--- src/rtl/iso_asm_pkg.sv ---
package iso_asm_pkg;

    localparam int LANE_GROUP = 8;
    localparam int QUAD_BYTES = 4;

    typedef enum logic [1:0] {
        ST_IDLE = 2'd0,
        ST_HDR0 = 2'd1,
        ST_HDR1 = 2'd2,
        ST_DATA = 2'd3
    } asm_state_e;

    // Position of a channel inside its group of eight selects its sync byte.
    typedef enum logic [2:0] {
        LB_FILL_LO  = 3'd0,
        LB_RXCNT_LO = 3'd1,
        LB_AUX_A    = 3'd2,
        LB_AUX_B    = 3'd3,
        LB_RXCNT_HI = 3'd4,
        LB_FILL_HI  = 3'd5,
        LB_FRAME    = 3'd6,
        LB_PHASE    = 3'd7
    } lane_src_e;

    typedef struct packed {
        logic [15:0] rx_cnt;
        logic [15:0] fill;
        logic [7:0]  aux_a;
        logic [7:0]  aux_b;
    } pkt_sync_t;

    typedef struct packed {
        logic [7:0] frame;
        logic [7:0] phase;
    } slot_sync_t;

    function automatic lane_src_e lane_source(input logic [2:0] lane);
        return lane_src_e'(lane);
    endfunction

    function automatic logic [7:0] pick_low(input lane_src_e src,
                                            input pkt_sync_t p,
                                            input slot_sync_t s);
        logic [7:0] b;
        case (src)
            LB_FILL_LO:  b = p.fill[7:0];
            LB_RXCNT_LO: b = p.rx_cnt[7:0];
            LB_AUX_A:    b = p.aux_a;
            LB_AUX_B:    b = p.aux_b;
            LB_RXCNT_HI: b = p.rx_cnt[15:8];
            LB_FILL_HI:  b = p.fill[15:8];
            LB_FRAME:    b = s.frame;
            default:     b = s.phase;
        endcase
        return b;
    endfunction

endpackage

--- src/rtl/iso_asm_seq.sv ---
module iso_asm_seq
    import iso_asm_pkg::*;
#(
    parameter int NUM_CH    = 28,
    parameter int NUM_SLOTS = 7,
    parameter int CH_W      = 5,
    parameter int SLOT_W    = 3
) (
    input  logic              clk,
    input  logic              rst,
    input  logic              start,
    input  logic              smp_valid,
    input  logic              q_ready,
    output asm_state_e        state,
    output logic [CH_W-1:0]   ch,
    output logic [SLOT_W-1:0] slot,
    output logic              q_valid,
    output logic              smp_ready,
    output logic              start_take,
    output logic              beat_xfer,
    output logic              final_beat
);
    localparam logic [CH_W-1:0]   LAST_CH   = CH_W'(NUM_CH - 1);
    localparam logic [SLOT_W-1:0] LAST_SLOT = SLOT_W'(NUM_SLOTS - 1);

    always_comb begin
        q_valid    = (state == ST_HDR0) || (state == ST_HDR1) ||
                     ((state == ST_DATA) && smp_valid);
        smp_ready  = (state == ST_DATA) && q_ready;
        start_take = (state == ST_IDLE) && start;
        beat_xfer  = q_valid && q_ready;
        final_beat = (state == ST_DATA) && (ch == LAST_CH) && (slot == LAST_SLOT);
    end

    always_ff @(posedge clk) begin
        if (rst) begin
            state <= ST_IDLE;
            ch    <= '0;
            slot  <= '0;
        end else begin
            case (state)
                ST_IDLE: begin
                    if (start) begin
                        state <= ST_HDR0;
                        ch    <= '0;
                        slot  <= '0;
                    end
                end
                ST_HDR0: if (beat_xfer) state <= ST_HDR1;
                ST_HDR1: if (beat_xfer) state <= ST_DATA;
                default: begin
                    if (beat_xfer) begin
                        if (ch == LAST_CH) begin
                            ch <= '0;
                            if (slot == LAST_SLOT) begin
                                slot  <= '0;
                                state <= ST_IDLE;
                            end else begin
                                slot <= slot + 1'b1;
                            end
                        end else begin
                            ch <= ch + 1'b1;
                        end
                    end
                end
            endcase
        end
    end
endmodule

--- src/rtl/iso_asm_sync_hold.sv ---
module iso_asm_sync_hold
    import iso_asm_pkg::*;
(
    input  logic       clk,
    input  logic       rst,
    input  logic       load_pkt,
    input  pkt_sync_t  pkt_in,
    input  logic       load_slot,
    input  slot_sync_t slot_in,
    output pkt_sync_t  pkt_q,
    output slot_sync_t slot_q
);
    always_ff @(posedge clk) begin
        if (rst) begin
            pkt_q  <= '0;
            slot_q <= '0;
        end else begin
            if (load_pkt)  pkt_q  <= pkt_in;
            if (load_slot) slot_q <= slot_in;
        end
    end
endmodule

--- src/rtl/iso_asm_quad_fmt.sv ---
module iso_asm_quad_fmt
    import iso_asm_pkg::*;
#(
    parameter int SAMPLE_W  = 24,
    parameter int LEN_BYTES = 784
) (
    input  asm_state_e          state,
    input  logic [2:0]          lane,
    input  logic [SAMPLE_W-1:0] sample,
    input  pkt_sync_t           pkt_q,
    input  slot_sync_t          slot_q,
    output logic [31:0]         quad
);
    localparam int LOW_W = 32 - SAMPLE_W;
    localparam logic [15:0] LEN_FIELD = 16'(LEN_BYTES);

    logic [7:0] low_byte;

    always_comb begin
        low_byte = pick_low(lane_source(lane), pkt_q, slot_q);
        case (state)
            ST_HDR0: quad = {LEN_FIELD, 16'h0000};
            ST_HDR1: quad = 32'h0;
            ST_DATA: quad = {sample, low_byte[LOW_W-1:0]};
            default: quad = 32'h0;
        endcase
    end
endmodule

--- src/rtl/iso_pkt_asm.sv ---
module iso_pkt_asm
    import iso_asm_pkg::*;
#(
    parameter int NUM_CH    = 28,
    parameter int NUM_SLOTS = 7
) (
    input  logic        clk,
    input  logic        rst,
    input  logic        pkt_start,
    input  logic [15:0] rx_count,
    input  logic [15:0] txbuf_fill,
    input  logic [7:0]  aux_a,
    input  logic [7:0]  aux_b,
    input  logic [7:0]  frame_num,
    input  logic [7:0]  clk_phase,
    input  logic        smp_valid,
    output logic        smp_ready,
    input  logic [23:0] smp_data,
    output logic        q_valid,
    input  logic        q_ready,
    output logic [31:0] q_data,
    output logic        q_last
);
    localparam int SAMPLE_W  = 24;
    localparam int CH_W      = (NUM_CH > 8) ? $clog2(NUM_CH) : 3;
    localparam int SLOT_W    = (NUM_SLOTS > 1) ? $clog2(NUM_SLOTS) : 1;
    localparam int LEN_BYTES = NUM_CH * NUM_SLOTS * QUAD_BYTES;

    asm_state_e        state;
    logic [CH_W-1:0]   ch;
    logic [SLOT_W-1:0] slot;
    logic              start_take;
    logic              beat_xfer;
    logic              final_beat;
    logic              hdr_phase;
    logic              payload_phase;
    pkt_sync_t         pkt_in, pkt_q;
    slot_sync_t        slot_in, slot_q;

    iso_asm_seq #(
        .NUM_CH(NUM_CH), .NUM_SLOTS(NUM_SLOTS), .CH_W(CH_W), .SLOT_W(SLOT_W)
    ) i_seq (
        .clk(clk), .rst(rst), .start(pkt_start), .smp_valid(smp_valid),
        .q_ready(q_ready), .state(state), .ch(ch), .slot(slot),
        .q_valid(q_valid), .smp_ready(smp_ready), .start_take(start_take),
        .beat_xfer(beat_xfer), .final_beat(final_beat)
    );

    always_comb begin
        pkt_in.rx_cnt = rx_count;
        pkt_in.fill   = txbuf_fill;
        pkt_in.aux_a  = aux_a;
        pkt_in.aux_b  = aux_b;
        slot_in.frame = frame_num;
        slot_in.phase = clk_phase;
        hdr_phase     = (state == ST_HDR0) || (state == ST_HDR1);
        payload_phase = (state == ST_DATA);
    end

    iso_asm_sync_hold i_hold (
        .clk(clk), .rst(rst),
        .load_pkt(start_take), .pkt_in(pkt_in),
        .load_slot(beat_xfer && payload_phase && (ch == '0)), .slot_in(slot_in),
        .pkt_q(pkt_q), .slot_q(slot_q)
    );

    iso_asm_quad_fmt #(
        .SAMPLE_W(SAMPLE_W), .LEN_BYTES(LEN_BYTES)
    ) i_fmt (
        .state(state), .lane(ch[2:0]), .sample(smp_data),
        .pkt_q(pkt_q), .slot_q(slot_q), .quad(q_data)
    );

    assign q_last = final_beat && smp_valid;
endmodule

--- config.mk ---
export PLATFORM = sky130hd
export DESIGN_NAME = iso_pkt_asm
export DESIGN_NICKNAME = d
export VERILOG_FILES = /design/src/rtl/iso_asm_pkg.sv /design/src/rtl/iso_asm_seq.sv /design/src/rtl/iso_asm_sync_hold.sv /design/src/rtl/iso_asm_quad_fmt.sv /design/src/rtl/iso_pkt_asm.sv
export SDC_FILE = /design/constraint.sdc
export NUM_CORES = 1
export LEC_CHECK = 0
export BUFFER_PORTS_ARGS = -buffer_cell sky130_fd_sc_hd__buf_2
export CAP_MARGIN = 0
export CORE_AREA = 4 4 94 96
export CTS_CLUSTER_DIAMETER = 50
export CTS_CLUSTER_SIZE = 28
export DETAILED_ROUTE_END_ITERATION = 8
export DIE_AREA = 0 0 98 100
export GPL_TIMING_DRIVEN = 0
export HOLD_SLACK_MARGIN = 0.05
export PLACE_DENSITY = 0.74
export SLEW_MARGIN = 10
export SYNTH_ARGS = -nofsm -noshare
export SYNTH_HDL_FRONTEND = slang
export SYNTH_SLANG_ARGS = --single-unit
--- constraint.sdc ---
create_clock -name clk -period 3.8 [get_ports clk]
set_input_delay 0.38 -clock clk [delete_from_list [all_inputs] [get_ports clk]]
set_output_delay 0.38 -clock clk [all_outputs]
set_load 0.01 [all_outputs]
# Word level (Yosys, flattened, before mapping)
# Cells that the tools add are included.
# totals
input_bits,93
regBits,74
ram_bits,0
memories,0
latchBits,0
output_inout_bits,35
romBits,0
# op_classes
bitwise_logic,1
reduce_logical,22
mux,18
addsub,2
div,0
magnitude_cmp,0
multipliers,0
n_shift,0
eq_ne,14
# ops
cell,count
$pmux 32 s2,1
$pmux 8 s7,1
$mux 5,3
$eq 3x3->1 const B,4
$mux 2,6
$mux 3,4
$pmux 5 s2,1
$logic_and 1x1->1,9
$reduce_bool 4->1,2
$eq 3x2->1 const B,2
$ne 2x2->1 const B,3
$pmux 2 s3,1
$pmux 3 s2,1
$reduce_and 6->1,1
$add 5x1->5 const B,1
$eq 5x5->1 const B,1
$logic_not 5->1,1
$eq 2x2->1 const B,2
$reduce_and 4->1,1
$reduce_bool 2->1,2
$add 3x1->3 const B,1
$eq 3x1->1 const B,1
$logic_not 3->1,1
$reduce_and 3->1,1
other kinds (5),6

# Logic depth before layout (Yosys ltp)
# depth
ltp_word,6
mapped_depth,8

# Modules after synthesis
# Synthesis repeated with hierarchy kept, for this count alone.
# hier_totals
hier_cells,406
area_unflattened_um2,3704.8
# modules_own_cells
mod,cells_each,instances,seq_area_each_um2,area_per_inst_um2
iso_asm_sync_hold,207,1,1281.2,2296.0
iso_asm_quad_fmt,115,1,0.0,721.9
iso_asm_seq,80,1,200.2,654.4
iso_pkt_asm,4,1,0.0,32.5

# Worst setup path after synthesis
# Ideal clock, no wire load.
# synth_path
kind,register to output
from,register i_seq.ch[2]
to,output q_data[4]
stages_incl_launch_ff,8
n_path_buf,2
slack_ps,1544
arrival_ps,1876
t_required_ps,3420
cell_sequence,dfxtp_1 -> buf_2 -> inv_1 -> ha_1 -> clkbuf_1 -> nor4_4 -> a22oi_1 -> a21boi_0
# synth_via
elab_chain_cells,3
elab_cells_between_ends,9
classes_between,6 x eq/ne; 2 x mux; 1 x reduce/logical
# synth_rtl
item,line_no,source
start: declaration,iso_asm_seq.sv:15,"output logic [CH_W-1:0] ch,"
start signal: assignment,iso_asm_seq.sv:62,ch <= ch + 1'b1;
"$eq 3x3->1, or another cell as far along",iso_asm_pkg.sv:45,case (src)
$pmux 8 s7 (*),iso_asm_pkg.sv:45,
$pmux 32 s2 (*),iso_asm_quad_fmt.sv:21,case (state)
end: declaration,iso_pkt_asm.sv:21,"output logic [31:0] q_data,"
# Every way passes the cells marked *; elsewhere a longest branch is shown, timed or not.

# Final worst setup path
# Ends and elaborated chain as after synthesis.

==> run metrics <==
status=finished, final reports clean; P&R area growth vs syn=26.84%; min cycle time layout=3.203 ns; #FFs+latches synth=74; Tcrit/Tclk final=84.29%; highest clock rate=0.3122 GHz; CP Max Fanout=10; width of the die=98 microns; Finished Cell Area=0.004517 sq mm; Critical Path AT=2.82 ns; critical path cell sequence=buf_2 > inv_1 > ha_1 > clkbuf_1 > nor4_4 > a22oi_1 > a21boi_0 > buf_2; row count=33; most frequent CP cell=buf_2; first-pass GRT wire length=17040 microns; CTS Sinks=74; Max clock buf depth=2; Slowest-stage cell, CP=nor4_4; largest net degree at the start of global routing=14; hold_sp=frame_num[1]; Leak Pwr=2.146 nW; Final WS setup=0.5971 ns; r2r endpoint=i_hold.slot_q[14]$_SDFFE_PP0P_; DRC viols=0; # hold bufs at CTS=0; initial antenna violation count=0; Slew HR=60.01%; Crit path max-delay family=buffers and inverters; Inserted Diodes=0; peak supply drop=0.3015 mV; FF-to-FF setup slack=1.86 ns; Mapped Area=0.003561 sq mm; synth warn=0; Die Ht=100 microns; Hold Vio Cnt, Final=0; 1st-iter DRT viols=249; Hold Path Class=in -> reg; Hold Path Sink=i_hold.slot_q[9]$_SDFFE_PP0P_; R2R cell count=7; starting density of the core=44.23%; multi-input logic area=0.001898 sq mm; CTS clk-pin slew, worst paths=0.08 ns; DR WL/cell=15.74 microns; total CTS buffers=9; grt total ovfl=0; Core Area=0.008051 sq mm; setup_tns=0 ns; dpl cell area=0.004323 sq mm; post-CTS sizing=0; drt first pass iters=7; antenna-violating nets left=0; # fillers=765; final wirelength=10750 microns; Synth Instances=436; Syn Nets=538; Crit path required time=3.42 ns; vias in the first global route=3573; max-slew violation total from the final report=0; worst path bufs/invs=4; register area share after synthesis=41.60%; pre-CTS WS=1.054 ns; reg2reg start=i_seq.ch[0]$_SDFFE_PP0P_; Via Count=3584; share of layout cells above drive strength 1=28.37%; final core occ=56.10%; Post-CTS Repair Setup Buffers=0; Pwr Total=2.308 mW; I/O Buffers=126; Root Driver=clkbuf_8; Netlist cell types=44; Max Cap Viol=0; hpwl dp=8348 microns; WHS Path Cells=3; CTS HTree Levels=3; Ports=128; FF/Latch Area=0.001481 sq mm; Skew-Pair Late Insertion Delay=0.36 ns; measured slew at the worst slew-check pin=0.5998 ns; vias per inst=5.247; Worst Setup Path Type=reg -> out; Syn Area/Cell=8.167 sq um; PD cells=511.0 mW/mm^2; Tot GR Track Use=21.78%; CTS tree=built; CP max stage delay=0.62 ns; GP Congestion=0.8524; final layout net count=675; CP Capture Type=primary output; full die area=0.009800 sq mm; Setup-failing EPs final=0; RSZ-0062 raised after global routing=false; Startpoint Class=flop; Max Clock Skew=0.01058 ns
-- stage by stage --
stage	hold slack, ns	instances
4_1_cts	0.2495	683
3_3_place_gp	0.4425	667
3_5_place_dp	0.4481	667
5_1_grt	0.2640	683
6_report	0.2521	683
2_1_floorplan	0.4329	436
-- sequential cells by signal, indices dropped and copies added (netlist names) --
name           flops
i_hold.pkt_q      48
i_seq.slot         3
i_hold.slot_q     16
i_seq.ch           5
i_seq.state        2
-- worst max path at each step --
stage / start / endpoint / slack, ns / cells after the start
after global routing: i_seq.ch[2]$_SDFFE_PP0P_ / q_data[4] / 0.48 / 8
after detailed placement: i_seq.ch[2]$_SDFFE_PP0P_ / q_data[4] / 1.05 / 8
after global placement: i_seq.ch[2]$_SDFFE_PP0P_ / q_data[4] / 1.06 / 8
after CTS: i_seq.ch[2]$_SDFFE_PP0P_ / q_data[4] / 0.67 / 8
after floorplan: i_seq.ch[2]$_SDFFE_PP0P_ / q_data[4] / 1.54 / 7
final: i_seq.ch[2]$_SDFFE_PP0P_ / q_data[4] / 0.60 / 8
-- per-layer routing --
layer	wire (microns)	track usage, %
met5	0	0
met1	4592	26.69
met4	330	9.052
met3	844	5.490
met2	4984	36.60
-- where the power goes --
group	internal, mW	switching, mW
registers	0.874	0.0601
logic	0.301	0.466
clock network	0.306	0.301
total	1.48	0.827
-- synth_stat cells, drive strengths merged --
| master | count | area share [%] |
|---|---|---|
| nand2 | 111 | 12 |
| dfxtp | 74 | 42 |
| a21oi | 62 | 8.7 |
| nor2 | 25 | 2.6 |
| and2 | 24 | 4.2 |
| clkbuf | 21 | 2.2 |
| mux2i | 17 | 4.8 |
| a222oi | 11 | 3.1 |
| buf | 11 | 1.9 |
| ha | 9 | 3.2 |
| inv | 9 | 0.95 |
| mux2 | 7 | 2.3 |
| a221oi | 6 | 2.0 |
| a22oi | 6 | 1.3 |
| a21o | 5 | 1.1 |
| o21ai | 5 | 0.70 |
| o21a | 4 | 0.84 |
| nand4 | 3 | 0.95 |
| nor2b | 3 | 0.53 |
| and4b | 2 | 0.56 |
| nand2b | 2 | 0.35 |
| nand3 | 2 | 0.63 |
| nand4b | 2 | 0.49 |
| or2 | 2 | 0.35 |
| a211oi | 1 | 0.21 |
| a21boi | 1 | 0.21 |
| a31oi | 1 | 0.18 |
| and2b | 1 | 0.21 |
| and3 | 1 | 0.18 |
| nor3 | 1 | 0.14 |
| nor3b | 1 | 0.21 |
| nor4 | 1 | 0.60 |
| nor4b | 1 | 0.25 |
| o21bai | 1 | 0.21 |
| o22ai | 1 | 0.18 |
| or3 | 1 | 0.18 |
| xnor2 | 1 | 0.25 |
-- cells in the final DEF (no fill, tap or decap), types with 3 or more instances in the layout --
cell type / count
o21ai_0: 5
buf_2: 133
nor2b_1: 3
clkbuf_8: 9
a222oi_1: 11
buf_4: 3
inv_1: 9
a22oi_1: 6
a21o_1: 5
and2_1: 24
mux2i_1: 17
mux2_2: 6
nor2_1: 25
clkbuf_1: 22
dfxtp_1: 74
a221oi_1: 5
ha_1: 9
a21oi_1: 62
nand2_1: 111
o21a_1: 4
-- worst register-to-register path, cell delays in order, from the launching register on --
cell     delay (ns)
dfxtp_1        0.34
inv_1          0.13
ha_1           0.23
and2b_1        0.32
nand4_4        0.27
buf_4          0.29
mux2i_1        0.17
nor2_1         0.06
-- layout make-up --
type / instances / share of cell area (%)
Sequential cell: 74 / 32.80
Timing Repair Buffer: 126 / 13.96
Clock buffer: 10 / 2.825
Tap cell: 105 / 2.909
Inverter: 9 / 0.7479
Buffer: 32 / 3.269
Multi-Input combinational cell: 321 / 42.02
Clock inverter: 6 / 1.468
-- kinds of logic after synthesis --
family / after synthesis / synth area share, %
simple gates: 183 / 24.17
fa+ha+maj: 9 / 3.162
flops: 74 / 41.60
mux: 24 / 7.097
compound gates: 104 / 18.62
xor+xnor: 1 / 0.2460
buf+inv: 41 / 5.095
No activity file was read; power rests on OpenSTA's default activity.
